File: config.mk
export PLATFORM = sky130hd
export DESIGN_NAME = gpio_shared_port
export DESIGN_NICKNAME = d
export VERILOG_FILES = /design/src/rtl/gpio_pkg.sv /design/src/rtl/gpio_sync.sv /design/src/rtl/gpio_regs.sv /design/src/rtl/gpio_padctl.sv /design/src/rtl/gpio_shared_port.sv
export SDC_FILE = /design/constraint.sdc
export NUM_CORES = 1
export LEC_CHECK = 0
export BUFFER_PORTS_ARGS = -buffer_cell sky130_fd_sc_hd__buf_2
export CAP_MARGIN = 20
export CELL_PAD_IN_SITES_DETAIL_PLACEMENT = 0
export CELL_PAD_IN_SITES_GLOBAL_PLACEMENT = 1
export CORE_ASPECT_RATIO = 0.9
export CORE_MARGIN = 5
export CORE_UTILIZATION = 34
export DETAILED_ROUTE_END_ITERATION = 7
export PLACE_DENSITY = 0.73
export SLEW_MARGIN = 20
export SYNTH_ARGS = -nofsm -noshare
export SYNTH_HDL_FRONTEND = slang
export SYNTH_SLANG_ARGS = --single-unit
File: constraint.sdc
create_clock -name clk -period 0.8 [get_ports clk]
set_input_delay 0.08 -clock clk [delete_from_list [all_inputs] [get_ports clk]]
set_output_delay 0.08 -clock clk [all_outputs]
set_load 0.01 [all_outputs]
File: src/rtl/gpio_pkg.sv
package gpio_pkg;
  localparam int PORT_W  = 8;
  localparam int ADDR_W  = 4;
  localparam logic [ADDR_W-1:0] DIR_ADDR  = 4'h9;
  localparam logic [ADDR_W-1:0] DATA_ADDR = 4'hA;

  // Next data register value: output bits take the write (if any), input bits
  // take the synchronized pad value while the port is active.
  function automatic logic [PORT_W-1:0] next_data(
    input logic [PORT_W-1:0] cur,
    input logic [PORT_W-1:0] dir,
    input logic [PORT_W-1:0] wval,
    input logic              wr_hit,
    input logic [PORT_W-1:0] sampled,
    input logic              active);
    logic [PORT_W-1:0] outs, ins;
    outs = wr_hit ? wval : cur;
    ins  = active ? sampled : cur;
    return (outs & dir) | (ins & ~dir);
  endfunction
endpackage

File: src/rtl/gpio_sync.sv
module gpio_sync #(
  parameter int W      = 8,
  parameter int STAGES = 2
) (
  input  logic         clk,
  input  logic         rst_n,
  input  logic [W-1:0] d,
  output logic [W-1:0] q
);
  logic [STAGES-1:0][W-1:0] chain;

  for (genvar s = 0; s < STAGES; s++) begin : g_stage
    if (s == 0) begin : g_first
      always_ff @(posedge clk or negedge rst_n)
        if (!rst_n) chain[0] <= '0;
        else        chain[0] <= d;
    end else begin : g_next
      always_ff @(posedge clk or negedge rst_n)
        if (!rst_n) chain[s] <= '0;
        else        chain[s] <= chain[s-1];
    end
  end

  assign q = chain[STAGES-1];
endmodule

File: src/rtl/gpio_regs.sv
module gpio_regs
  import gpio_pkg::*;
(
  input  logic              clk,
  input  logic              rst_n,
  input  logic              active,
  input  logic [ADDR_W-1:0] addr,
  input  logic              wr_en,
  input  logic [PORT_W-1:0] wr_data,
  input  logic [PORT_W-1:0] sampled,
  output logic [PORT_W-1:0] dir_q,
  output logic [PORT_W-1:0] data_q,
  output logic              dir_wr,
  output logic              data_wr
);
  assign dir_wr  = wr_en && (addr == DIR_ADDR);
  assign data_wr = wr_en && (addr == DATA_ADDR);

  always_ff @(posedge clk or negedge rst_n)
    if (!rst_n)      dir_q <= '0;
    else if (dir_wr) dir_q <= wr_data;

  always_ff @(posedge clk or negedge rst_n)
    if (!rst_n) data_q <= '0;
    else        data_q <= next_data(data_q, dir_q, wr_data, data_wr, sampled, active);
endmodule

File: src/rtl/gpio_padctl.sv
module gpio_padctl
  import gpio_pkg::*;
(
  input  logic              active,
  input  logic [ADDR_W-1:0] addr,
  input  logic [PORT_W-1:0] dir_q,
  input  logic [PORT_W-1:0] data_q,
  output logic [PORT_W-1:0] pad_oe,
  output logic [PORT_W-1:0] pad_out,
  output logic [PORT_W-1:0] rd_data
);
  assign pad_oe  = active ? dir_q : '0;
  assign pad_out = data_q;

  always_comb begin
    case (addr)
      DIR_ADDR:  rd_data = dir_q;
      DATA_ADDR: rd_data = data_q;
      default:   rd_data = '0;
    endcase
  end
endmodule

File: src/rtl/gpio_shared_port.sv
module gpio_shared_port
  import gpio_pkg::*;
#(
  parameter int SYNC_STAGES = 2
) (
  input  logic              clk,
  input  logic              rst_n,
  input  logic              serial_mode,
  input  logic [ADDR_W-1:0] addr,
  input  logic              wr_en,
  input  logic [PORT_W-1:0] wr_data,
  output logic [PORT_W-1:0] rd_data,
  input  logic [PORT_W-1:0] pad_in,
  output logic [PORT_W-1:0] pad_out,
  output logic [PORT_W-1:0] pad_oe
);
  logic [PORT_W-1:0] sync_q;
  logic [PORT_W-1:0] dir_q;
  logic [PORT_W-1:0] data_q;
  logic              dir_wr;
  logic              data_wr;

  gpio_sync #(.W(PORT_W), .STAGES(SYNC_STAGES)) sync_i (
    .clk(clk), .rst_n(rst_n), .d(pad_in), .q(sync_q));

  gpio_regs regs_i (
    .clk(clk), .rst_n(rst_n), .active(serial_mode), .addr(addr),
    .wr_en(wr_en), .wr_data(wr_data), .sampled(sync_q),
    .dir_q(dir_q), .data_q(data_q), .dir_wr(dir_wr), .data_wr(data_wr));

  gpio_padctl pad_i (
    .active(serial_mode), .addr(addr), .dir_q(dir_q), .data_q(data_q),
    .pad_oe(pad_oe), .pad_out(pad_out), .rd_data(rd_data));
endmodule

=== Word-level counts from Yosys, hierarchy flattened ===
Cells that the tools add are included.

* Register bits after elaboration: 32
* Output and inout port bits: 24
* Input bits: 24

* Bitwise logic cells: 4
* Mux-type cells: 4
* Equal/unequal tests: 2
* Reduce and logical (&&, ||, !) cells: 2

{| class="wikitable"
|+ Operator list
! cell !! number
|-
| $mux 8 || 3
|-
| $and 8x8->8 || 2
|-
| $pmux 8 s2 || 1
|-
| $eq 4x4->1 const B || 2
|-
| $not 8->8 || 1
|-
| $or 8x8->8 || 1
|-
| $logic_and 1x1->1 || 2
|}

=== Logic depth before layout (Yosys ltp) ===
* Depth after elaboration: 5
* Depth in mapped cells: 5

=== By module ===
A second synthesis with hierarchy kept.

* Cell total of the unflattened synthesis: 142
* Area, all modules: 1579.0 µm²

{| class="wikitable"
|+ By module, submodules not included
! module !! cells each !! instances !! area each (µm²)
|-
| gpio_regs || 74 || 1 || 815.8
|-
| gpio_sync || 24 || 1 || 460.4
|-
| gpio_padctl || 44 || 1 || 302.8
|}

=== Least setup slack after synthesis ===
No wires, ideal clock.

* Kind: input -> register
* Start point: input port wr_en
* End point: register (tool-made name)
* Path buffers: 2
* Data arrival time: 0.715 ns
* Library setup time: 0.131 ns
* Stages: 5
* Setup slack: -0.046 ns
* Required time: 0.669 ns
* Cell sequence: and3b_1 -> buf_6 -> buf_6 -> a31oi_1 -> a22oi_1

{| class="wikitable"
|+ RTL lines
! element !! line !! source
|-
| start, declared || gpio_shared_port.sv:10 || <nowiki>input logic wr_en,</nowiki>
|}

==> results.py <==
metrics = {
    "synth": {
        "synth_compound_gate_area_share": 0.195,
        "netlist.area_leader.share": 0.556,
        "largest_family_of_logic_cells_by_synthesized_area": "compound AO/OA/AOI/OAI gates",
        "post_synth_fa_ha_maj_area_fraction": 0,
        "yosysWarnings": 0,
        "syn_avg_cell_area_um2": 11.2,
        "synth.yosys.seq_area_share": 0.556,
        "ys_top_cells_by_area": "sky130_fd_sc_hd__dfrtp_1, sky130_fd_sc_hd__a22oi_1, sky130_fd_sc_hd__mux2i_1",
        "yosys_register_bits": 32,
        "synth_simple_gate_area_share": 0.118,
        "synth.mux.area_fraction": 0.0556,
        "synth_largest_area_cell": "sky130_fd_sc_hd__dfrtp_1",
        "netlist_instances": 129,
        "synth_cell_types": 19,
        "synth_xor_xnor_area_share": 0,
        "synth_nets": 153,
        "syn-cell-area_um2": 1440,
    },
    "sta": {
        "slew-limit-headroom": 0.687,
        "rsz0062_at_grt": "yes",
        "finalSetupViolations": 32,
        "timing.final.max_slew_violations": 0,
        "finalHoldViolations": 0,
        "period_share": 1.44,
        "tightestPinTransition_ns": 0.468,
        "post_layout_worst_setup_margin_ns": -0.352,
        "finalWorstPathRequiredPeriod_ns": 1.15,
        "fin_tns_setup_ns": -6.79,
        "max_freq_mhz": 868,
        "worst_clock_skew_ns": 0.000722,
    },
    "global_routing": {
        "grt_start_max_net_pins": 24,
        "global_route_congestion_overflow_total": 0,
        "met3_layer_usage_reported_by_global_route": 0.0503,
        "antenna_violations_before_repair": 0,
        "grt_first_pass_wirelength_um": 6820,
        "grt_pass1_vias": 1392,
        "global_route.peak_usage_layer": "met2",
        "grtUsageMet2": 0.259,
        "groute.layer.met1.usage": 0.192,
        "grt_util_all_layers": 0.157,
    },
    "cts": {
        "root_buffer": "sky130_fd_sc_hd__clkbuf_8",
        "clk_path_buf_depth": 2,
        "cts-buffers-inserted": 5,
        "clk-insertion-delay-late_ns": 0.27,
        "clkSinkCount": 32,
        "cts_tree": "yes",
        "cts-htree-levels": 2,
        "clk_pin_slew_worst_paths_ns": 0.06,
    },
    "detailed_routing": {
        "postRouteAntennaNets": 0,
        "drt_iter0_markers": 74,
        "routedWlPerCell_um": 15.5,
        "drcViolationCount": 0,
        "drt_pass1_iterations": 4,
        "postRouteWirelength_um": 4120,
        "via_count_of_the_routed_design": 1337,
        "via_to_cell_ratio": 5.05,
    },
    "floorplan": {
        "initial_core_util": 0.351,
        "die_area_um2": 5640,
        "die-width_um": 78.6,
        "floorplan.io_pins": 48,
        "row_count": 22,
        "die_h_um": 71.7,
        "core_region_area_um2": 4100,
    },
    "placement": {
        "place_hpwl_um": 2830,
        "dpl-instance-area_um2": 1870,
        "placement.io_buffers": 47,
        "gpl.final_weighted_congestion": 0.747,
    },
    "power_and_ir_drop": {
        "seqPwrFrac": 0.396,
        "power_per_cell_area_nw_per_um2": 2350,
        "peakVddDrop_v": 0.000946,
        "swShare": 0.298,
        "clock_power_share": 0.196,
        "p_switching_uw": 1620,
        "combPwrFrac": 0.408,
        "power.static_leakage_uw": 0.00111,
        "intPower_uw": 3810,
    },
    "min_path": {
        "launch_point_of_the_worst_hold_path": "wr_data[2]",
        "min_to": "regs_i.dir_q[2]",
        "hold_path_depth": 3,
        "type_of_the_most_critical_hold_path": "primary input to flip-flop",
    },
    "setup_path": {
        "critical_path_peak_fanout": 3,
        "critPathLaunchType": "flip-flop",
        "worstSetupPathType": "flip-flop to output port",
        "count_of_cells_along_the_worst_register_to_register_path": 4,
        "ff2ff_setup_slack_ns": -0.18,
        "endpoint_kind": "output port",
        "cp.required_ns": 0.72,
        "critical_path_arrival_ns": 1.07,
    },
    "cells_and_area": {
        "layout_common_cells": "sky130_fd_sc_hd__buf_2, sky130_fd_sc_hd__dfrtp_1, sky130_fd_sc_hd__buf_6",
        "diodes": 0,
        "areaGrowthSynthToFinish_pct": 60.2,
        "final_net_count": 243,
        "finalInstanceArea_um2": 2310,
        "most_common_library_cell_in_the_layout_ignoring_fill_and_taps": "sky130_fd_sc_hd__buf_2",
        "drive_gt1_frac": 0.516,
    },
    "outcome": {
        "failing_checks": "setup timing",
        "status": "complete, but fails checks",
    },
    "flow_run": {
        "drv_cap": 0,
    },
}
per-stage QoR:
stage,instances,power (µW),hold slack (ns),setup slack (ns),util
floorplan,129,2850,-0.216,-0.0202,-
global placement,237,3540,-0.0377,-0.849,0.455
detailed placement,237,3610,-0.0350,-0.931,0.455
CTS,261,5380,0.0480,-0.359,0.538
global route,265,5790,0.0701,-0.406,0.563
finish,265,5430,0.0546,-0.352,0.563
layer usage:
metal	vias up	wire, µm
li1	637	-
met1	654	1710
met2	40	2090
met3	6	262
met4	0	57
met5	-	0
worst max path at each step:
stage,cells past startpoint,slack (ns),start,to
finish,3,-0.35,flip-flop,rd_data[3]
global route,3,-0.41,flip-flop,rd_data[3]
CTS,3,-0.36,flip-flop,rd_data[6]
detailed placement,5,-0.93,addr[1],rd_data[6]
global placement,5,-0.85,addr[1],rd_data[6]
floorplan,5,-0.02,addr[2],regs_i.dir_q[0]
synthesized netlist by cell type (all sizes together):
library cell  count
a31oi             8
nand3             8
o21ai            16
and2              9
mux2i             8
nand2b            2
a22oi            16
nand3b            1
nor2              8
dfrtp            32
buf              10
and3b             1
inv               8
nor2b             2
power groups by stage:
stage | Combinational, µW | Sequential [µW] | Clock [µW]
floorplan | 667 | 2190 | 0
global placement | 1390 | 2150 | 0
detailed placement | 1430 | 2170 | 0
CTS | 2150 | 2120 | 1120
global route | 2430 | 2190 | 1160
finish | 2220 | 2150 | 1060
worst max-delay path, stage by stage (launching register included):
cell and delay, ns:
sky130_fd_sc_hd__dfrtp_1 0.41, sky130_fd_sc_hd__a22oi_1 0.19, sky130_fd_sc_hd__nor2_1 0.05, sky130_fd_sc_hd__buf_2 0.14
cell families (layout without fill, tap and decap cells):
logic type | after synthesis | count (layout)
muxes | 8 | 8
DFF | 32 | 32
AOI/OAI and AO/OA | 40 | 40
and+or+nand+nor | 31 | 31
buffers and inverters | 18 | 106
repair_timing:
item                                    in CTS  in global routing
gates resized for setup                     25                 28
endpoints found under the setup margin      40                 40
pin swaps                                   22                  9
gates cloned                                 0                  1
endpoints found under the hold margin       40                  0
setup buffers                               10                  8
hold buffers                                 9                  0
final cells by class:
| class | count | area [µm²] |
|---|---|---|
| Tap cell | 48 | 60.1 |
| Clock buffer | 5 | 68.8 |
| Inverter | 8 | 30.0 |
| Sequential cell | 32 | 801 |
| Timing Repair Buffer | 93 | 773 |
| Fill cell | 373 | 1790 |
| Multi-Input combinational cell | 79 | 574 |
Note: power is estimated with default switching activity, not from simulation.
